`src/rtl/tscan_pkg.sv`:
```
package tscan_pkg;

    localparam int SMP_W  = 10;
    localparam int DLY_W  = 8;
    localparam int ADDR_W = 4;
    localparam int RES_W  = 3;
    localparam int N_DLY  = 5;
    localparam int N_WIN  = 4;

    // register word addresses
    localparam logic [ADDR_W-1:0] A_CTRL  = 4'd0;
    localparam logic [ADDR_W-1:0] A_STAT  = 4'd1;
    localparam logic [ADDR_W-1:0] A_DATA  = 4'd2;
    localparam logic [ADDR_W-1:0] A_DLY0  = 4'd3;
    localparam logic [ADDR_W-1:0] A_DLY4  = 4'd7;
    localparam logic [ADDR_W-1:0] A_WIN0  = 4'd8;
    localparam logic [ADDR_W-1:0] A_WIN3  = 4'd11;

    // control and status bit positions
    localparam int CB_EN    = 0;
    localparam int CB_PWR   = 2;
    localparam int CB_YRES  = 4;
    localparam int CB_XRES  = 7;
    localparam int CB_TRIG  = 11;
    localparam int SB_EMPTY = 7;
    localparam int SB_OVR   = 8;

    // sample word layout
    localparam int W_PEN  = 31;
    localparam int W_XLO  = 16;
    localparam int W_YLO  = 0;

    typedef struct packed {
        logic             en;
        logic             pwr;
        logic             trig_hi;
        logic [RES_W-1:0] xdrop;
        logic [RES_W-1:0] ydrop;
    } ctrl_t;

    typedef struct packed {
        logic [DLY_W-1:0] settle_x;
        logic [DLY_W-1:0] settle_y;
        logic [DLY_W-1:0] drain;
        logic [DLY_W-1:0] touch;
        logic [DLY_W-1:0] update;
    } timing_t;

    typedef struct packed {
        logic             pen_up;
        logic [SMP_W-1:0] x;
        logic [SMP_W-1:0] y;
    } sample_t;

    typedef enum logic [2:0] {
        PH_IDLE,
        PH_SETTLE_X,
        PH_CONV_X,
        PH_SETTLE_Y,
        PH_CONV_Y,
        PH_DRAIN,
        PH_TOUCH,
        PH_UPDATE
    } phase_e;

    function automatic phase_e next_phase(phase_e p);
        case (p)
            PH_IDLE:     return PH_SETTLE_X;
            PH_SETTLE_X: return PH_CONV_X;
            PH_CONV_X:   return PH_SETTLE_Y;
            PH_SETTLE_Y: return PH_CONV_Y;
            PH_CONV_Y:   return PH_DRAIN;
            PH_DRAIN:    return PH_TOUCH;
            PH_TOUCH:    return PH_UPDATE;
            default:     return PH_SETTLE_X;
        endcase
    endfunction

    function automatic logic [DLY_W-1:0] dly_default(int i);
        case (i)
            0, 1:    return DLY_W'(2);
            2:       return DLY_W'(4);
            3:       return DLY_W'(16);
            default: return DLY_W'(88);
        endcase
    endfunction

    function automatic logic [SMP_W-1:0] win_default(int i);
        return (i % 2 == 1) ? {SMP_W{1'b1}} : '0;
    endfunction

    function automatic logic [SMP_W-1:0] trim(logic [SMP_W-1:0] v, logic [RES_W-1:0] drop);
        return v & ({SMP_W{1'b1}} << drop);
    endfunction

    function automatic logic [31:0] pack_word(sample_t s);
        logic [31:0] w;
        w = '0;
        w[W_PEN] = s.pen_up;
        w[W_XLO +: SMP_W] = s.x;
        w[W_YLO +: SMP_W] = s.y;
        return w;
    endfunction

    function automatic logic [31:0] ctrl_word(ctrl_t c);
        logic [31:0] w;
        w = '0;
        w[CB_EN]  = c.en;
        w[CB_PWR] = c.pwr;
        w[CB_TRIG] = c.trig_hi;
        w[CB_XRES +: RES_W] = c.xdrop;
        w[CB_YRES +: RES_W] = c.ydrop;
        return w;
    endfunction

endpackage

```
`src/rtl/tscan_fifo.sv`:
```
module tscan_fifo
    import tscan_pkg::*;
#(
    parameter int  DEPTH = 8,
    localparam int PTR_W = (DEPTH > 1) ? $clog2(DEPTH) : 1,
    localparam int CNT_W = $clog2(DEPTH + 1)
) (
    input  logic             clk,
    input  logic             rst,
    input  logic             push,
    input  sample_t          wdata,
    input  logic             pop,
    output sample_t          rdata,
    output logic [CNT_W-1:0] count,
    output logic             empty,
    output logic             full,
    output logic             ovr
);

    sample_t          mem [DEPTH];
    sample_t          last_q;
    logic [PTR_W-1:0] wptr_q, rptr_q, wptr_inc, rptr_inc;
    logic [CNT_W-1:0] cnt_q, cnt_d;
    logic             ovr_q;
    logic             do_push, do_pop;

    generate
        if ((1 << PTR_W) == DEPTH) begin : g_pow2
            assign wptr_inc = wptr_q + 1'b1;
            assign rptr_inc = rptr_q + 1'b1;
        end else begin : g_wrap
            assign wptr_inc = (wptr_q == PTR_W'(DEPTH - 1)) ? '0 : wptr_q + 1'b1;
            assign rptr_inc = (rptr_q == PTR_W'(DEPTH - 1)) ? '0 : rptr_q + 1'b1;
        end
    endgenerate

    assign empty   = (cnt_q == '0);
    assign full    = (cnt_q == CNT_W'(DEPTH));
    assign do_pop  = pop && !empty;
    assign do_push = push && (!full || do_pop);

    always_comb begin
        cnt_d = cnt_q;
        if (do_push && !do_pop)      cnt_d = cnt_q + 1'b1;
        else if (do_pop && !do_push) cnt_d = cnt_q - 1'b1;
    end

    always_ff @(posedge clk) begin
        if (do_push) mem[wptr_q] <= wdata;
    end

    always_ff @(posedge clk) begin
        if (rst) begin
            wptr_q <= '0;
            rptr_q <= '0;
            cnt_q  <= '0;
            ovr_q  <= 1'b0;
            last_q <= '0;
        end else begin
            if (do_push) wptr_q <= wptr_inc;
            if (do_pop) begin
                rptr_q <= rptr_inc;
                last_q <= mem[rptr_q];
            end
            cnt_q <= cnt_d;
            if (cnt_d == '0)           ovr_q <= 1'b0;
            else if (push && !do_push) ovr_q <= 1'b1;
        end
    end

    assign rdata = empty ? last_q : mem[rptr_q];
    assign count = cnt_q;
    assign ovr   = ovr_q;

    // occupancy never exceeds the depth
    p_no_overflow_r7: assert property (@(posedge clk) disable iff (rst)
        cnt_q <= CNT_W'(DEPTH));

    // a push into a full FIFO without a pop keeps it full and flags overrun
    p_drop_full_r7: assert property (@(posedge clk) disable iff (rst)
        full && push && !pop |=> full && ovr_q);

    // the overrun flag is never seen with an empty FIFO
    p_ovr_clear_r7: assert property (@(posedge clk) disable iff (rst)
        empty |-> !ovr_q);

    // popping an empty FIFO moves nothing and keeps the returned word
    p_empty_pop_r5: assert property (@(posedge clk) disable iff (rst)
        pop && !push && empty |=> empty && $stable(rdata));

endmodule

```
`src/rtl/tscan_seq.sv`:
```
module tscan_seq
    import tscan_pkg::*;
(
    input  logic             clk,
    input  logic             rst,
    input  ctrl_t            ctrl,
    input  timing_t          tim,
    input  logic             pen_down,
    output logic             adc_req,
    output logic             adc_chan,
    input  logic             adc_done,
    input  logic [SMP_W-1:0] adc_value,
    output logic             push,
    output sample_t          smp
);

    phase_e           ph_q, ph_d;
    logic [DLY_W-1:0] cnt_q, len;
    logic [SMP_W-1:0] x_q, y_q;
    logic             last_tick, step;

    always_comb begin
        case (ph_q)
            PH_SETTLE_X: len = tim.settle_x;
            PH_SETTLE_Y: len = tim.settle_y;
            PH_DRAIN:    len = tim.drain;
            PH_TOUCH:    len = tim.touch;
            PH_UPDATE:   len = tim.update;
            default:     len = '0;
        endcase
    end

    // a delay of N lasts max(N,1) clocks
    assign last_tick = (len <= DLY_W'(1)) || (cnt_q == len - 1'b1);

    always_comb begin
        case (ph_q)
            PH_IDLE:              step = ctrl.en;
            PH_CONV_X, PH_CONV_Y: step = adc_done;
            default:              step = last_tick;
        endcase
    end

    always_comb begin
        ph_d = ph_q;
        if (step) begin
            if (ph_q != PH_IDLE && !ctrl.en) ph_d = PH_IDLE;
            else                             ph_d = next_phase(ph_q);
        end
    end

    always_ff @(posedge clk) begin
        if (rst) begin
            ph_q  <= PH_IDLE;
            cnt_q <= '0;
            x_q   <= '0;
            y_q   <= '0;
        end else begin
            ph_q <= ph_d;
            if (step || ph_q == PH_IDLE) cnt_q <= '0;
            else                         cnt_q <= cnt_q + 1'b1;
            if (ph_q == PH_CONV_X && adc_done) x_q <= trim(adc_value, ctrl.xdrop);
            if (ph_q == PH_CONV_Y && adc_done) y_q <= trim(adc_value, ctrl.ydrop);
        end
    end

    assign adc_req    = (ph_q == PH_CONV_X) || (ph_q == PH_CONV_Y);
    assign adc_chan   = (ph_q == PH_CONV_Y);
    assign push       = (ph_q == PH_TOUCH) && step;
    assign smp.pen_up = !pen_down;
    assign smp.x      = x_q;
    assign smp.y      = y_q;

    // an open request is held, on the same axis, until the converter answers
    p_req_hold_r9: assert property (@(posedge clk) disable iff (rst)
        adc_req && !adc_done |=> adc_req && $stable(adc_chan));

    // a halted sequencer with scanning off issues no request
    p_halt_quiet_r9: assert property (@(posedge clk) disable iff (rst)
        !ctrl.en && ph_q == PH_IDLE |=> !adc_req);

endmodule

```
`src/rtl/tscan_regs.sv`:
```
module tscan_regs
    import tscan_pkg::*;
#(
    parameter int CNT_W = 4
) (
    input  logic              clk,
    input  logic              rst,
    input  logic              reg_wr,
    input  logic              reg_rd,
    input  logic [ADDR_W-1:0] reg_addr,
    input  logic [31:0]       reg_wdata,
    output logic [31:0]       reg_rdata,
    output ctrl_t             ctrl,
    output timing_t           tim,
    input  sample_t           head,
    input  logic [CNT_W-1:0]  count,
    input  logic              empty,
    input  logic              ovr,
    output logic              pop
);

    ctrl_t            ctrl_q;
    logic [DLY_W-1:0] dly_q [N_DLY];
    logic [SMP_W-1:0] win_q [N_WIN];
    logic [ADDR_W-1:0] dly_idx;
    logic             unused_wbits;

    assign unused_wbits = ^{reg_wdata[31:12], reg_wdata[10], reg_wdata[3], reg_wdata[1]};
    assign dly_idx      = reg_addr - A_DLY0;

    always_ff @(posedge clk) begin
        if (rst) begin
            ctrl_q <= '0;
            for (int i = 0; i < N_DLY; i++) dly_q[i] <= dly_default(i);
            for (int i = 0; i < N_WIN; i++) win_q[i] <= win_default(i);
        end else if (reg_wr) begin
            if (reg_addr == A_CTRL) begin
                ctrl_q.en      <= reg_wdata[CB_EN];
                ctrl_q.pwr     <= reg_wdata[CB_PWR];
                ctrl_q.trig_hi <= reg_wdata[CB_TRIG];
                ctrl_q.xdrop   <= reg_wdata[CB_XRES +: RES_W];
                ctrl_q.ydrop   <= reg_wdata[CB_YRES +: RES_W];
            end
            for (int i = 0; i < N_DLY; i++)
                if (reg_addr == ADDR_W'(32'(A_DLY0) + i)) dly_q[i] <= reg_wdata[DLY_W-1:0];
            for (int i = 0; i < N_WIN; i++)
                if (reg_addr == ADDR_W'(32'(A_WIN0) + i)) win_q[i] <= reg_wdata[SMP_W-1:0];
        end
    end

    always_comb begin
        reg_rdata = '0;
        if (reg_addr == A_CTRL) begin
            reg_rdata = ctrl_word(ctrl_q);
        end else if (reg_addr == A_STAT) begin
            reg_rdata[SB_EMPTY]    = empty;
            reg_rdata[SB_OVR]      = ovr;
            reg_rdata[CNT_W-1:0]   = count;
        end else if (reg_addr == A_DATA) begin
            reg_rdata = pack_word(head);
        end else if (reg_addr >= A_DLY0 && reg_addr <= A_DLY4) begin
            reg_rdata[DLY_W-1:0] = dly_q[dly_idx[2:0]];
        end else if (reg_addr >= A_WIN0 && reg_addr <= A_WIN3) begin
            reg_rdata[SMP_W-1:0] = win_q[reg_addr[1:0]];
        end
    end

    assign pop  = reg_rd && (reg_addr == A_DATA);
    assign ctrl = ctrl_q;
    assign tim  = '{settle_x: dly_q[0], settle_y: dly_q[1], drain: dly_q[2],
                    touch: dly_q[3], update: dly_q[4]};

    // a control write lands in the register on the next clock
    p_ctrl_write_r11: assert property (@(posedge clk) disable iff (rst)
        reg_wr && reg_addr == A_CTRL |=> ctrl_q.en == $past(reg_wdata[CB_EN]));

endmodule

```
`src/rtl/tscan_top.sv`:
```
module tscan_top
    import tscan_pkg::*;
#(
    parameter int  FIFO_DEPTH = 8,
    parameter int  TRIG_LO    = 1,
    parameter int  TRIG_HI    = 4,
    localparam int CNT_W      = $clog2(FIFO_DEPTH + 1)
) (
    input  logic              clk,
    input  logic              rst,
    input  logic              reg_wr,
    input  logic              reg_rd,
    input  logic [ADDR_W-1:0] reg_addr,
    input  logic [31:0]       reg_wdata,
    output logic [31:0]       reg_rdata,
    output logic              adc_req,
    output logic              adc_chan,
    input  logic              adc_done,
    input  logic [SMP_W-1:0]  adc_value,
    output logic              adc_pwr,
    input  logic              pen_down,
    output logic              irq
);

    ctrl_t            ctrl;
    timing_t          tim;
    sample_t          smp, head;
    logic             push, pop, empty, full, ovr;
    logic [CNT_W-1:0] count;

    tscan_regs #(.CNT_W(CNT_W)) u_regs (
        .clk(clk), .rst(rst), .reg_wr(reg_wr), .reg_rd(reg_rd),
        .reg_addr(reg_addr), .reg_wdata(reg_wdata), .reg_rdata(reg_rdata),
        .ctrl(ctrl), .tim(tim), .head(head), .count(count),
        .empty(empty), .ovr(ovr), .pop(pop)
    );

    tscan_seq u_seq (
        .clk(clk), .rst(rst), .ctrl(ctrl), .tim(tim), .pen_down(pen_down),
        .adc_req(adc_req), .adc_chan(adc_chan), .adc_done(adc_done),
        .adc_value(adc_value), .push(push), .smp(smp)
    );

    tscan_fifo #(.DEPTH(FIFO_DEPTH)) u_fifo (
        .clk(clk), .rst(rst), .push(push), .wdata(smp), .pop(pop),
        .rdata(head), .count(count), .empty(empty), .full(full), .ovr(ovr)
    );

    assign irq     = count >= (ctrl.trig_hi ? CNT_W'(TRIG_HI) : CNT_W'(TRIG_LO));
    assign adc_pwr = ctrl.pwr;

    // no interrupt with nothing stored
    p_irq_empty_r8: assert property (@(posedge clk) disable iff (rst)
        empty |-> !irq);

    // a full FIFO always requests service
    p_irq_full_r8: assert property (@(posedge clk) disable iff (rst)
        full |-> irq);

endmodule

```
`config.mk`:
```
export PLATFORM = sky130hd
export DESIGN_NAME = tscan_top
export DESIGN_NICKNAME = d
export VERILOG_FILES = /design/src/rtl/tscan_pkg.sv /design/src/rtl/tscan_fifo.sv /design/src/rtl/tscan_seq.sv /design/src/rtl/tscan_regs.sv /design/src/rtl/tscan_top.sv
export SDC_FILE = /design/constraint.sdc
export NUM_CORES = 1
export LEC_CHECK = 0
export ABC_AREA = 1
export BUFFER_PORTS_ARGS = -buffer_cell sky130_fd_sc_hd__buf_2
export CORE_AREA = 2 2 182 184
export CTS_CLUSTER_DIAMETER = 120
export DETAILED_ROUTE_END_ITERATION = 8
export DIE_AREA = 0 0 184 186
export GPL_ROUTABILITY_DRIVEN = 0
export MAX_ROUTING_LAYER = met4
export PLACE_DENSITY = 0.6
export SLEW_MARGIN = 10
export SYNTH_ARGS = -nofsm -noshare
export SYNTH_HDL_FRONTEND = slang
export SYNTH_SLANG_ARGS = --single-unit
```
`constraint.sdc`:
```
create_clock -name clk -period 6.2 [get_ports clk]
set_input_delay 1.24 -clock clk [delete_from_list [all_inputs] [get_ports clk]]
set_output_delay 1.24 -clock clk [all_outputs]
set_load 0.1 [all_outputs]
```
==> flow_summary.toml, run 1 <==
[status]
status = "completed"

[detailed_routing]
drtIter0Drc = 710
wl_met1_mm = 15.60
routedWlPerCell_um = 19.27
highest_layer = "met4"
viasPerCell = 5.533
vias = 10524
drcViolationCount = 0
ant_nets = 0
drt-total-wl_mm = 36.65
routed-wl-met2_mm = 17.85
first_pass_iters = 5
wl_met3_mm = 2.018

[floorplan]
io_pins = 88
start_util = 0.4456
fp.dieArea_mm2 = 0.03422
fp.dieW_um = 184
fp.dieH_um = 186
rows = 66
core_area_mm2 = 0.03221

[logic_synthesis]
synth-seq-cells = 323
yosysWarnings = 0
yosysSeqAreaShare = 0.6236
yosysTopAreaCell = "edfxtp_1"
async_flop_share = 0
syn_inst = 1419
synth_xor_area_frac = 0.008545
yosys.area_share.simple = 0.1487
yosys-top-cells-area = "edfxtp_1, dfxtp_1, o21ai_0"
synth_mux_area_frac = 0.002093
synth-compound-area-share = 0.1485
syn_area_mm2 = 0.01435
ys_types = 46
synth_adder_area_share = 0.01482
ys.flop_type = "edfxtp_1"
synth-edff-count = 248
synth_top_area_frac = 0.5190
synth_top_family_by_area = "simple AND/OR/NAND/NOR gates"
avgSynthCellArea_um2 = 10.11

[sta]
rsz0062_at_grt = "false"
slew_headroom = 0.1728
slew_viol_final = 0
skew_ps = 26.75
worst_pin_slew_ps = 1232
setup_viol = 0
finalCritPeriodShare = 0.8936
max_clock_freq_mhz = 180.5
finalHoldViolCount = 0
period_minus_slack_ps = 5540
setup-tns-final_ps = 0

[placement]
dp_hpwl_mm = 23.17
place_inst = 1834
io_buffers = 56
placed_area_mm2 = 0.01529

[setup_path]
crit_fanout = 13
crit_path_end_kind = "output port"
cp-start-kind = "input port"
slowest_stage = "o21ai_0"
cpMostUsedCell = "o21ai_0"
arrival_ps = 4300
cp_cell_sequence = "buf_2 > inv_1 > ha_1 > inv_1 > o21ai_0 > o22ai_1 > mux2i_1 > o21ai_0 > nand2_1 > nand2_1 > o22ai_1 > o21ai_0 > buf_12"
slowest_delay_ps = 510
cp.required_ps = 4960
crit_type = "input port to output port"

[power_and_ir_drop]
cellPowerDensity_mw_per_mm2 = 325.1
peakVddDrop_uv = 231.7
finalPower_mw = 5.372
p_leak_nw = 6.262

[cts]
cts_sinks = 323
tritoncts = "done"
htree_levels = 2
hold_buffers = 0
max-clock-path-buffers = 3
clk_latency_ps = 530
cts_setup_buffers = 0
post_cts_resized = 0
path_clk_slew_ps = 60
cts_root_buffer = "clkbuf_16"
cts_made_buffers = 37

[final_layout]
final_common_cell = "edfxtp_1"
final_core_util = 0.5131
layout_common_cells = "edfxtp_1, nand2_1, o21ai_0"
syn_to_final_growth_pct = 15.15
diodes = 0
stdcell_area_mm2 = 0.01652
drive_gt1_frac = 0.1258
fin_nets = 1534
fin_cells = 1902
fill_cells = 2876

[flow_run]
drv_cap = 0

[global_routing]
grt_max_degree = 57
grt.total_usage = 0.2242
grt_pass1_vias = 10221
antenna_found_initial = 0
grt_first_pass_wirelength_mm = 56.88
grt_remaining_overflow = 0

[worst_hold_path]
min_path_type = "flop to flop"
-- registers in the layout, summed over array words and instances (netlist names), named ones only --
name,flops
u_fifo.mem,168
u_regs.dly_q,40
u_regs.win_q,40
u_fifo.last_q,21
u_seq.x_q,10
u_seq.y_q,10
u_regs.ctrl,9
u_seq.cnt_q,8
u_fifo.count,4
u_fifo.rptr_q,3
u_fifo.wptr_q,3
u_seq.ph_q,3
u_fifo.ovr,1
-- cell families after synthesis --
family | count (synthesis)
buf+inv | 182
compound gates | 384
fa+ha+maj | 17
other cells | 1
xor+xnor | 14
mux | 3
flops | 323
simple gates | 495
-- critical path: cells and delay by family --
family | cells | cell delay, ps
adder cells (fa/ha/maj) | 1 | 470
AO/OA/AOI/OAI | 5 | 1090
buffers and inverters | 4 | 1190
multiplexers | 1 | 140
AND/OR/NAND/NOR | 2 | 140
-- cell type report --
class	instances	area (um2)	share of cell area
repair buffers	86	775.7	0.04694
multi-input cells	923	4697	0.2842
inverters	94	356.6	0.02158
clock inverters	18	198.9	0.01204
well taps	408	510.5	0.03089
clock buffers	50	1036	0.06269
flip-flops and latches	323	8950	0.5416
-- report_power, final --
part,switching (mW),internal (mW)
registers,0.0763,2.42
clock network,0.864,1.31
logic,0.500,0.199
total,1.44,3.93
-- synthesized netlist by cell type, types with 2 or more instances --
library cell / n
a21oi_1: 104
a221o_1: 10
a31oi_1: 2
a32o_1: 4
buf_1: 5
buf_2: 2
buf_4: 11
buf_6: 5
clkbuf_1: 65
clkinv_1: 2
dfxtp_1: 75
edfxtp_1: 248
ha_1: 17
inv_1: 85
inv_2: 5
mux2i_1: 3
nand2_1: 199
nand2_2: 5
nand2_4: 3
nand3_1: 69
nand3_2: 7
nand4_1: 6
nor2_1: 181
nor2_2: 4
nor2_4: 5
nor3_1: 9
nor4_1: 3
o211ai_1: 5
o21ai_0: 202
o221ai_1: 17
o22ai_1: 34
xnor2_1: 2
xor2_1: 12
-- worst paths after layout --
check	from	endpoint	slack, ps	depth (start not counted)
max	reg_addr[1]	reg_rdata[0]	660	13
min	u_fifo.rptr_q[0]$_SDFFE_PP0P_	u_fifo.rptr_q[0]$_SDFFE_PP0P_	490	1
max reg2reg	u_seq.ph_q[2]$_SDFFE_PP0P_	u_fifo.mem[5][3]$_DFFE_PP_	1940	17
min reg2reg	u_fifo.rptr_q[0]$_SDFFE_PP0P_	u_fifo.rptr_q[0]$_SDFFE_PP0P_	490	1
-- layer usage --
metal  GRT usage  up-vias
met5           -        -
met4     0.07712        0
met3     0.03228       79
met2      0.3810      330
met1      0.2756     5035
li1            -     5080
-- through the flow --
step           hold slack, ps  worst slack, ps
2_1_floorplan           441.5            232.7
3_3_place_gp            465.7            777.0
3_5_place_dp            473.1            795.8
4_1_cts                 487.4            762.1
5_1_grt                 504.9            510.3
6_report                488.5            659.9
(Power assumes the default switching activity.)
==> run 2, diff against run 1 <==
- CORE_AREA: 2 2 182 184 -> 2 2 193 195
- DIE_AREA: 0 0 184 186 -> 0 0 195 197
- PLACE_DENSITY: 0.6 -> 0.55
- clock period: 6.2 -> 5.7 ns (I/O delays scaled with it)
==> run 2 against run 1 <==
Against the previous run:
- utilization shrank 5.7 points
- non-clock buffer count shrank 1
- critical path depth is the same
- count of clock-buffer cells in the layout grew 1
==> flow_summary.toml, run 2 (synthesis results as in run 1) <==
[sta]
finalCritPeriodShare = 0.8524
max_clock_freq_mhz = 205.8
slew_viol_final = 0
period_minus_slack_ps = 4859
hold_slack_ps = 491.4
slew_headroom = 0.2653
finalHoldViolCount = 0
setup_viol = 0
rsz0062_at_grt = "false"
worst_pin_slew_ps = 1098
setup-tns-final_ps = 0
skew_ps = 18.88

[floorplan]
fp.dieH_um = 197
fp.dieW_um = 195
start_util = 0.3958
io_pins = 88
core_area_mm2 = 0.03626
fp.dieArea_mm2 = 0.03842
rows = 70

[global_routing]
antenna_found_initial = 0
grt_first_pass_wirelength_mm = 58.06
busiest_layer = "met2"
grt_use_met3 = 0.02515
grtUsageMet1 = 0.2581
use_met2 = 0.3390
grt_pass1_vias = 10078
grt.total_usage = 0.2008
grt_remaining_overflow = 0
grt_max_degree = 60

[worst_hold_path]
hold_path_startpoint = "u_fifo.wptr_q[0]$_SDFFE_PP0P_"
min_to = "u_fifo.wptr_q[0]$_SDFFE_PP0P_"
holdPathStages = 2
min_path_type = "flop to flop"

[final_layout]
largest_register_ffs = 168
layout_common_cells = "edfxtp_1, nand2_1, o21ai_0"
fin_nets = 1532
fill_cells = 3472
syn_to_final_growth_pct = 15.19
fin_cells = 1957
drive_gt1_frac = 0.1209
final_common_cell = "edfxtp_1"
reg_top3 = "u_fifo.mem x168, u_regs.dly_q x40, u_regs.win_q x40"
regMostFlops = "u_fifo.mem"
diodes = 0

[setup_path]
rr_worst_depth = 18
crit_path_end_kind = "output port"
r2r_end = "u_fifo.mem[0][14]$_DFFE_PP_"
cp-start-kind = "input port"
rr_startpoint = "u_seq.ph_q[2]$_SDFFE_PP0P_"
r2r_setup_slack_ps = 1330
arrival_ps = 3720
crit_fanout = 13
cp.required_ps = 4560
crit_type = "input port to output port"

[flow_run]
drv_cap = 0

[detailed_routing]
vias = 10418
drcViolationCount = 0
ant_nets = 0
viasPerCell = 5.323
first_pass_iters = 6
drt-total-wl_mm = 37.26
drtIter0Drc = 801
routedWlPerCell_um = 19.04

[cts]
cts_root_buffer = "clkbuf_16"
cts_made_buffers = 36
cts_setup_buffers = 0
hold_buffers = 0
cts_sinks = 323
clk_latency_ps = 520
max-clock-path-buffers = 3
path_clk_slew_ps = 60
tritoncts = "done"
htree_levels = 2
post_cts_resized = 0

[power_and_ir_drop]
cellPowerDensity_mw_per_mm2 = 348.1
finalPower_mw = 5.754
p_leak_nw = 6.229
peakVddDrop_uv = 231.5

[placement]
place_inst = 1893
dp_hpwl_mm = 23.56
io_buffers = 56

[status]
status = "completed"
[run 2: cell types whose count changed in the layout (fill, tap and decap cells not counted), sizes merged]
cell      before  now
inv           92   93
clkinvlp       4    1
bufinv         3    2
clkbuf        50   51
buf           86   85
clkinv        13   11
[run 2: layer usage]
| metal | vias to the layer above | routed length [um] | part of all wire |
|---|---|---|---|
| met4 | 0 | 696 | 0.019 |
| met3 | 50 | 1707 | 0.046 |
| met1 | 5039 | 16540 | 0.44 |
| met5 | - | 0 | 0 |
| li1 | 5073 | - | - |
| met2 | 256 | 18320 | 0.49 |
[run 2: final cells by class]
type	instances	area [um2]	area share
sequential	323	8950	0.5414
multi-input combinational	923	4705	0.2846
clock buffer	51	1018	0.06162
timing repair buffer	85	783.3	0.04738
tap	468	585.6	0.03543
inverter	94	356.6	0.02157
clock inverter	13	131.4	0.007948
[run 2: power breakdown]
part           leakage (nW)  internal, mW  switching, mW
clock                 0.559          1.34          0.931
combinational          2.72         0.221          0.542
sequential             2.96          2.63         0.0842
[run 2: worst max-delay path by stage]
stage / start / cells past startpoint / slack [ps] / endpoint
finish: reg_addr[1] / 13 / 840 / reg_rdata[0]
global placement: reg_addr[1] / 10 / 650 / reg_rdata[7]
floorplan: reg_addr[0] / 9 / 140 / reg_rdata[8]
detailed placement: reg_addr[1] / 10 / 650 / reg_rdata[7]
CTS: reg_addr[1] / 10 / 680 / reg_rdata[7]
global route: reg_addr[1] / 13 / 600 / reg_rdata[7]
[run 2: through the flow]
step | worst slack, ps | utilization | area (um2)
finish | 841.3 | 0.4559 | 16530
global route | 599.1 | 0.4559 | 16530
CTS | 676.1 | 0.4557 | 16520
detailed placement | 651.3 | 0.4239 | 15370
global placement | 654.9 | 0.4239 | 15370
floorplan | 136.6 | - | 14380
[run 2: critical path: stages]
cell and delay [ps]:
buf_2 260, inv_1 100, ha_1 410, inv_1 380
o21ai_0 160, o22ai_1 140, mux2i_1 130, o21ai_0 190
nand2_1 70, nand2_1 60, o22ai_1 70, o21ai_1 370
buf_12 230
